File: config.mk
export PLATFORM = sky130hd
export DESIGN_NAME = tlbv_lookup
export DESIGN_NICKNAME = d
export VERILOG_FILES = /design/src/rtl/tlbv_pkg.sv /design/src/rtl/tlbv_store.sv /design/src/rtl/tlbv_match.sv /design/src/rtl/tlbv_prio.sv /design/src/rtl/tlbv_lookup.sv
export SDC_FILE = /design/constraint.sdc
export NUM_CORES = 2
export LEC_CHECK = 0
export ABC_CLOCK_PERIOD_IN_PS = 6000
export BUFFER_PORTS_ARGS = -buffer_cell sky130_fd_sc_hd__buf_4
export CAP_MARGIN = 10
export CORE_ASPECT_RATIO = 1.2
export CORE_UTILIZATION = 25
export DETAILED_ROUTE_END_ITERATION = 8
export PLACE_DENSITY = 0.38
export SKIP_CTS_REPAIR_TIMING = 1
export SYNTH_ARGS = -nofsm -noshare
export SYNTH_HDL_FRONTEND = slang
export SYNTH_SLANG_ARGS = --single-unit
File: constraint.sdc
create_clock -name clk -period 6 [get_ports clk]
set_input_delay 0.3 -clock clk [delete_from_list [all_inputs] [get_ports clk]]
set_output_delay 0.3 -clock clk [all_outputs]
set_load 0.02 [all_outputs]
File: src/rtl/tlbv_pkg.sv
package tlbv_pkg;

   typedef enum logic [1:0] {
      ST_HIT      = 2'd0,
      ST_MISS     = 2'd1,
      ST_INVALID  = 2'd2,
      ST_MODIFIED = 2'd3
   } tlbv_status_e;

endpackage

File: src/rtl/tlbv_store.sv
module tlbv_store #(
   parameter int ENTRIES = 16,
   parameter int VA_W    = 32,
   parameter int PA_W    = 32,
   parameter int ASID_W  = 8,
   parameter int IDX_W   = 4
) (
   input  logic              clk,
   input  logic              rst_n,
   input  logic              wr_en,
   input  logic [IDX_W-1:0]  wr_idx,
   input  logic [VA_W-1:0]   wr_vpn,
   input  logic [VA_W-1:0]   wr_pmask,
   input  logic [ASID_W-1:0] wr_asid,
   input  logic              wr_global,
   input  logic [PA_W-1:0]   wr_pfn_even,
   input  logic [PA_W-1:0]   wr_pfn_odd,
   input  logic [1:0]        wr_valid,
   input  logic [1:0]        wr_dirty,
   output logic [VA_W-1:0]   vpn_q   [ENTRIES],
   output logic [VA_W-1:0]   pmask_q [ENTRIES],
   output logic [ASID_W-1:0] asid_q  [ENTRIES],
   output logic              glb_q   [ENTRIES],
   output logic [PA_W-1:0]   pfn0_q  [ENTRIES],
   output logic [PA_W-1:0]   pfn1_q  [ENTRIES],
   output logic [1:0]        valid_q [ENTRIES],
   output logic [1:0]        dirty_q [ENTRIES]
);

   for (genvar e = 0; e < ENTRIES; e++) begin : g_ent
      logic sel_this;
      assign sel_this = wr_en && (wr_idx == IDX_W'(e));

      always_ff @(posedge clk or negedge rst_n) begin
         if (!rst_n) begin
            vpn_q[e]   <= '0;
            pmask_q[e] <= '0;
            asid_q[e]  <= '0;
            glb_q[e]   <= 1'b0;
            pfn0_q[e]  <= '0;
            pfn1_q[e]  <= '0;
            valid_q[e] <= '0;
            dirty_q[e] <= '0;
         end else if (sel_this) begin
            vpn_q[e]   <= wr_vpn;
            pmask_q[e] <= wr_pmask;
            asid_q[e]  <= wr_asid;
            glb_q[e]   <= wr_global;
            pfn0_q[e]  <= wr_pfn_even;
            pfn1_q[e]  <= wr_pfn_odd;
            valid_q[e] <= wr_valid;
            dirty_q[e] <= wr_dirty;
         end
      end
   end

endmodule

File: src/rtl/tlbv_match.sv
module tlbv_match #(
   parameter int VA_W          = 32,
   parameter int ASID_W        = 8,
   parameter int MIN_PAGE_BITS = 12
) (
   input  logic [VA_W-1:0]   va,
   input  logic [ASID_W-1:0] cur_asid,
   input  logic [VA_W-1:0]   ent_vpn,
   input  logic [VA_W-1:0]   ent_pmask,
   input  logic [ASID_W-1:0] ent_asid,
   input  logic              ent_glb,
   output logic              hit,
   output logic              odd,
   output logic [VA_W-1:0]   half_mask
);

   localparam logic [VA_W-1:0] ONE      = {{(VA_W-1){1'b0}}, 1'b1};
   localparam logic [VA_W-1:0] MIN_MASK = (ONE << (MIN_PAGE_BITS + 1)) - ONE;

   logic [VA_W-1:0] eff_mask;
   logic [VA_W-1:0] top_bit;
   logic            space_ok;
   logic            tag_ok;

   always_comb begin
      eff_mask  = ent_pmask | MIN_MASK;
      half_mask = eff_mask >> 1;
      top_bit   = eff_mask & ~half_mask;
      space_ok  = ent_glb || (ent_asid == cur_asid);
      tag_ok    = (va & ~eff_mask) == (ent_vpn & ~eff_mask);
      hit       = space_ok && tag_ok;
      odd       = |(va & top_bit);
   end

endmodule

File: src/rtl/tlbv_prio.sv
module tlbv_prio #(
   parameter int N     = 16,
   parameter int IDX_W = 4
) (
   input  logic [N-1:0]     req,
   output logic [N-1:0]     win_oh,
   output logic [IDX_W-1:0] win_idx,
   output logic             win_any
);

   always_comb begin
      win_any = |req;
      win_oh  = req & ~(req - N'(1));
      win_idx = '0;
      for (int i = N - 1; i >= 0; i--) begin
         if (req[i]) win_idx = IDX_W'(i);
      end
   end

endmodule

File: src/rtl/tlbv_lookup.sv
module tlbv_lookup #(
   parameter int ENTRIES       = 16,
   parameter int VA_W          = 32,
   parameter int PA_W          = 32,
   parameter int ASID_W        = 8,
   parameter int MIN_PAGE_BITS = 12,
   localparam int IDX_W        = (ENTRIES > 1) ? $clog2(ENTRIES) : 1
) (
   input  logic              clk,
   input  logic              rst_n,
   input  logic              wr_en,
   input  logic [IDX_W-1:0]  wr_idx,
   input  logic [VA_W-1:0]   wr_vpn,
   input  logic [VA_W-1:0]   wr_pmask,
   input  logic [ASID_W-1:0] wr_asid,
   input  logic              wr_global,
   input  logic [PA_W-1:0]   wr_pfn_even,
   input  logic [PA_W-1:0]   wr_pfn_odd,
   input  logic [1:0]        wr_valid,
   input  logic [1:0]        wr_dirty,
   input  logic [VA_W-1:0]   lk_va,
   input  logic [ASID_W-1:0] lk_asid,
   input  logic              lk_write,
   output logic [1:0]        lk_status,
   output logic [PA_W-1:0]   lk_pa,
   output logic              lk_writable,
   output logic [IDX_W-1:0]  lk_idx
);
   import tlbv_pkg::*;

   if (ENTRIES < 1) begin : g_bad_entries
      $error("tlbv_lookup: ENTRIES must be at least 1");
   end
   if (VA_W < MIN_PAGE_BITS + 2) begin : g_bad_va
      $error("tlbv_lookup: VA_W too small for the minimum page pair");
   end
   if (PA_W < VA_W) begin : g_bad_pa
      $error("tlbv_lookup: PA_W must not be narrower than VA_W");
   end

   logic [VA_W-1:0]   vpn_q   [ENTRIES];
   logic [VA_W-1:0]   pmask_q [ENTRIES];
   logic [ASID_W-1:0] asid_q  [ENTRIES];
   logic              glb_q   [ENTRIES];
   logic [PA_W-1:0]   pfn0_q  [ENTRIES];
   logic [PA_W-1:0]   pfn1_q  [ENTRIES];
   logic [1:0]        valid_q [ENTRIES];
   logic [1:0]        dirty_q [ENTRIES];

   tlbv_store #(
      .ENTRIES(ENTRIES), .VA_W(VA_W), .PA_W(PA_W),
      .ASID_W(ASID_W), .IDX_W(IDX_W)
   ) u_store (
      .clk(clk), .rst_n(rst_n),
      .wr_en(wr_en), .wr_idx(wr_idx), .wr_vpn(wr_vpn), .wr_pmask(wr_pmask),
      .wr_asid(wr_asid), .wr_global(wr_global),
      .wr_pfn_even(wr_pfn_even), .wr_pfn_odd(wr_pfn_odd),
      .wr_valid(wr_valid), .wr_dirty(wr_dirty),
      .vpn_q(vpn_q), .pmask_q(pmask_q), .asid_q(asid_q), .glb_q(glb_q),
      .pfn0_q(pfn0_q), .pfn1_q(pfn1_q), .valid_q(valid_q), .dirty_q(dirty_q)
   );

   logic [ENTRIES-1:0] hit_vec;
   logic [ENTRIES-1:0] odd_vec;
   logic [VA_W-1:0]    half_arr [ENTRIES];

   for (genvar e = 0; e < ENTRIES; e++) begin : g_cmp
      tlbv_match #(
         .VA_W(VA_W), .ASID_W(ASID_W), .MIN_PAGE_BITS(MIN_PAGE_BITS)
      ) u_match (
         .va(lk_va), .cur_asid(lk_asid),
         .ent_vpn(vpn_q[e]), .ent_pmask(pmask_q[e]),
         .ent_asid(asid_q[e]), .ent_glb(glb_q[e]),
         .hit(hit_vec[e]), .odd(odd_vec[e]), .half_mask(half_arr[e])
      );
   end

   logic [ENTRIES-1:0] win_oh;
   logic [IDX_W-1:0]   win_idx;
   logic               win_any;

   tlbv_prio #(.N(ENTRIES), .IDX_W(IDX_W)) u_prio (
      .req(hit_vec), .win_oh(win_oh), .win_idx(win_idx), .win_any(win_any)
   );

   logic            sel_odd;
   logic            sel_valid;
   logic            sel_dirty;
   logic [PA_W-1:0] sel_pfn;
   logic [VA_W-1:0] sel_half;
   tlbv_status_e    status;

   always_comb begin
      sel_odd   = odd_vec[win_idx];
      sel_half  = half_arr[win_idx];
      sel_valid = sel_odd ? valid_q[win_idx][1] : valid_q[win_idx][0];
      sel_dirty = sel_odd ? dirty_q[win_idx][1] : dirty_q[win_idx][0];
      sel_pfn   = sel_odd ? pfn1_q[win_idx]     : pfn0_q[win_idx];

      if (!win_any)                   status = ST_MISS;
      else if (!sel_valid)            status = ST_INVALID;
      else if (lk_write && !sel_dirty) status = ST_MODIFIED;
      else                            status = ST_HIT;

      lk_status   = status;
      lk_idx      = win_idx;
      lk_writable = (status == ST_HIT) && sel_dirty;
      lk_pa       = (status == ST_HIT) ? (sel_pfn | PA_W'(lk_va & sel_half)) : '0;
   end

endmodule

==> metrics.cfg <==
[run_status]
status = complete, but fails checks
violations = hold timing, setup timing

[critical_path]
arrival_ns = 6.17
crit_type = reg -> out
worstPathRequired_ns = 5.70
cp_max_fo = 10
rrSetupSlack_ns = 4.96
crit_path_end_kind = output port
worstSetupStartpointType = flip-flop

[routing]
drc_errors = 0
maxUsedRoutingLayer = met5
totalWireLength_microns = 403700
wl_met2_microns = 194400
wl_met3_microns = 17570
vias = 66630
drt-pass1-iter-count = 7
vias_per_cell = 5.059
wl_met1_microns = 177000
drt_iter0_markers = 4719
antenna_left = 0
wl_per_cell_microns = 30.65

[power_and_ir_drop]
p_switching_w = 0.01241
swShare_pct = 30.62
vdd_drop_max_v = 0.0002478
p_leak_nw = 47.83
seqPwrFrac_pct = 43.4
clockPowerShare_pct = 34.3
p_per_area_nw_per_um2 = 359.4
power_frac_comb_pct = 22.4
internal_power_w = 0.02812

[logic_synthesis]
yosys-mux-area-fraction_pct = 27.48
yosys.area_share.simple_pct = 8.303
synth_area_per_cell_sq_um = 11.80
ys_types = 75
ys_warn_count = 0
synth-edff-count = 0
syn_inst = 7672
synth_xor_area_share_pct = 4.181
synth_compound_area_share_pct = 6.025
ys_top_cells_by_area = dfrtp_1 51%, mux2_2 23%, nand2_1 4.9%
synth_top_area_share_pct = 50.87
synthesis.area_sq_um = 90510
synth_top_family_by_area = multiplexers
async_reset_ff_share_pct = 100.0
yosys_register_bits = 1840
yosysSeqAreaShare_pct = 50.87
synth_top_cell_by_area = dfrtp_1
synth_nets = 7861
synth_fa_ha_area_share_pct = 0
ys.flop_type = dfrtp_1

[global_routing]
grt_first_pass_wirelength_microns = 552800
grt_pass1_vias = 67420
grt_max_degree = 166
grt_usage_pct = 21.44
grt.overflow.total = 0
antenna_found_initial = 50

[timing]
final_hold_viol_count = 3
slew_violations = 0
setup-tns-final_ns = -10.80
fin_skew_ns = 0
fin_crit_sh_pct = 107.8
finalSetupViolations = 35
rsz0062_at_grt = true
maxSlewHeadroom_pct = 24.18
fmax_mhz = 154.6
min_period_ns = 6.467
hold_ws_ns = -0.01574
worst_pin_slew_ns = 1.135
timing.final.ws_setup_ns = -0.4671

[clocking]
clock_latency_ns = 0.90
cts_max_path_buffers = 4
clk_pin_slew_ns = 0.06
cts.htree.levels = 4
cts_root_buffer = clkbuf_16
cts_tree = yes
numClockSinks = 1840
numCtsBuffers = 216

[floorplanning]
dieArea_sq_um = 364400
start_util_pct = 25.16
io_pins = 228
die_w_microns = 551.3
fp.coreArea_sq_um = 359700
die_h_microns = 661.1
rows = 241

[finish]
seqCellArea_sq_um = 46050
fin_util_pct = 31.35
syn_to_final_growth_pct = 24.61
drive_gt1_share_pct = 39.19
fin_area_sq_um = 112800
layout.nets = 8426
multi_input_area_sq_um = 43000
fillers = 36340

[placement]
placed_area_sq_um = 101400
gp_congestion = 0.9015
hpwl_microns = 255900
port_buffers = 201

[hold_path]
hp-class = in -> async

[job]
drv_cap = 0

-- cell usage after synthesis (6+ instances only) --
library cell / number
mux2_2: 1836
a221oi_1: 22
o221ai_1: 8
buf_4: 8
buf_6: 8
buf_2: 118
or4_1: 35
a211o_1: 7
nand4_1: 14
clkbuf_1: 446
nor3_1: 12
a32oi_1: 10
o31a_1: 24
o21a_1: 7
mux2i_1: 345
nor4_2: 11
a211oi_1: 49
o22a_1: 12
o22ai_1: 281
nand2_1: 1178
nand2b_1: 8
o211ai_1: 8
nor4_1: 87
nand3_1: 160
o21ai_0: 79
inv_1: 45
xnor2_1: 310
o32a_1: 6
and3_1: 109
nor2_1: 63
a311oi_1: 88
a2111oi_0: 14
mux4_2: 33
or3_1: 10
xor2_1: 122
a31oi_1: 52
a21oi_1: 63
a22oi_1: 8
dfrtp_1: 1840
buf_1: 65
a32o_1: 6
-- flip-flops by register name (all words and copies together) (netlist names) --
| signal | count |
|---|---|
| u_store.dirty_q | 32 |
| u_store.glb_q | 16 |
| u_store.pmask_q | 304 |
| u_store.vpn_q | 304 |
| u_store.pfn0_q | 512 |
| u_store.pfn1_q | 512 |
| u_store.valid_q | 32 |
| u_store.asid_q | 128 |
-- worst max-delay path, cell delays in order, from the launching register on --
cell and delay (ns):
dfrtp_1 0.40, xnor2_1 0.31, o22ai_1 0.14, nor4_1 0.61, buf_4 0.21, nand4_1 0.12
buf_4 0.20, o21a_1 0.12, buf_4 0.14, or2_2 0.26, a221o_1 0.35, o21a_1 0.18
or4_4 0.65, buf_12 0.19, mux2i_1 0.15, buf_4 0.14, o211ai_4 0.13, buf_12 0.19
nor4_4 0.49, buf_4 0.25
-- per-layer routing --
metal  vias up  GRT usage, %
met5         -             0
met4        12         7.829
met3       605         2.644
met2      1835         35.75
met1     35630         28.32
li1      28550             -
-- cell type report --
type / instances / area share (%)
tap: 4738 / 5.257
inverter: 48 / 0.1842
antenna: 23 / 0.05103
multi-input combinational: 5139 / 38.13
timing repair buffer: 992 / 9.036
sequential: 1840 / 40.83
clock inverter: 74 / 0.8953
clock buffer: 317 / 5.618
-- through the flow --
stage / worst slack (ns) / cells / total power, W
final: -0.4671 / 13170 / 0.04053
after detailed placement: -0.9575 / 12550 / 0.02638
after floorplan: 0.7693 / 7672 / 0.02217
after CTS: -1.691 / 12940 / 0.04047
after global placement: -1.151 / 12550 / 0.02618
after global routing: -0.5836 / 13160 / 0.04236
-- placed cells by master, fill, tap and decap left out, types with 19 or more instances in the layout --
cell type      synthesis  routed
mux2_2              1836    1836
nor4_1                87      62
o31a_1                24      24
mux2i_1              345     322
clkbuf_16              0     240
buf_6                  8      29
buf_16                 0      20
nand2_1             1178    1177
a211oi_1              49      44
a21oi_1               63      55
dfrtp_1             1840    1839
clkbuf_8               0      53
a31oi_1               52      50
diode_2                0      23
o21ai_0               79      74
clkbuf_1             446      47
buf_4                  8     684
xor2_1               122     122
o22ai_1              281     278
buf_12                 0     120
dlygate4sd3_1          0     108
clkinv_2               0      38
xnor2_1              310     298
nand3_1              160     157
or4_1                 35      20
a311oi_1              88      73
mux4_2                33      33
bufinv_16              0      19
nor2_1                63      52
nor4_4                 0      20
and3_1               109     108
inv_1                 45      43
-- final timing paths --
| path | startpoint | endpoint | depth (start not counted) |
|---|---|---|---|
| setup / recovery | u_store.vpn_q[462] | lk_pa[14] | 19 |
| hold / removal | rst_n | u_store.vpn_q[146] | 2 |
| setup reg to reg | u_store.pmask_q[122] | u_store.pmask_q[122] | 2 |
| hold reg to reg | u_store.pfn0_q[383] | u_store.pfn0_q[383] | 1 |
| max in group asynchronous | rst_n | u_store.pfn0_q[235] | 4 |
| min in group clk | wr_pmask[15] | u_store.pmask_q[239] | 2 |
-- logic make-up (layout without fill, tap and decap cells) --
| family | count (synthesis) | after routing |
|---|---|---|
| flops | 1840 | 1840 |
| simple gates | 1708 | 1708 |
| compound gates | 785 | 785 |
| other cells | 0 | 23 |
| mux | 2214 | 2214 |
| buf+inv | 693 | 1431 |
| xor+xnor | 432 | 432 |
-- power groups by stage --
| stage | clock [W] | sequential [W] | combinational (W) |
|---|---|---|---|
| global placement | 0 | 0.0176 | 0.00853 |
| CTS | 0.0143 | 0.0175 | 0.00866 |
| global route | 0.0147 | 0.0179 | 0.00971 |
| floorplan | 0 | 0.0169 | 0.00528 |
| detailed placement | 0 | 0.0177 | 0.00864 |
| finish | 0.0139 | 0.0176 | 0.00907 |
Note: power is estimated with default switching activity, not from simulation.
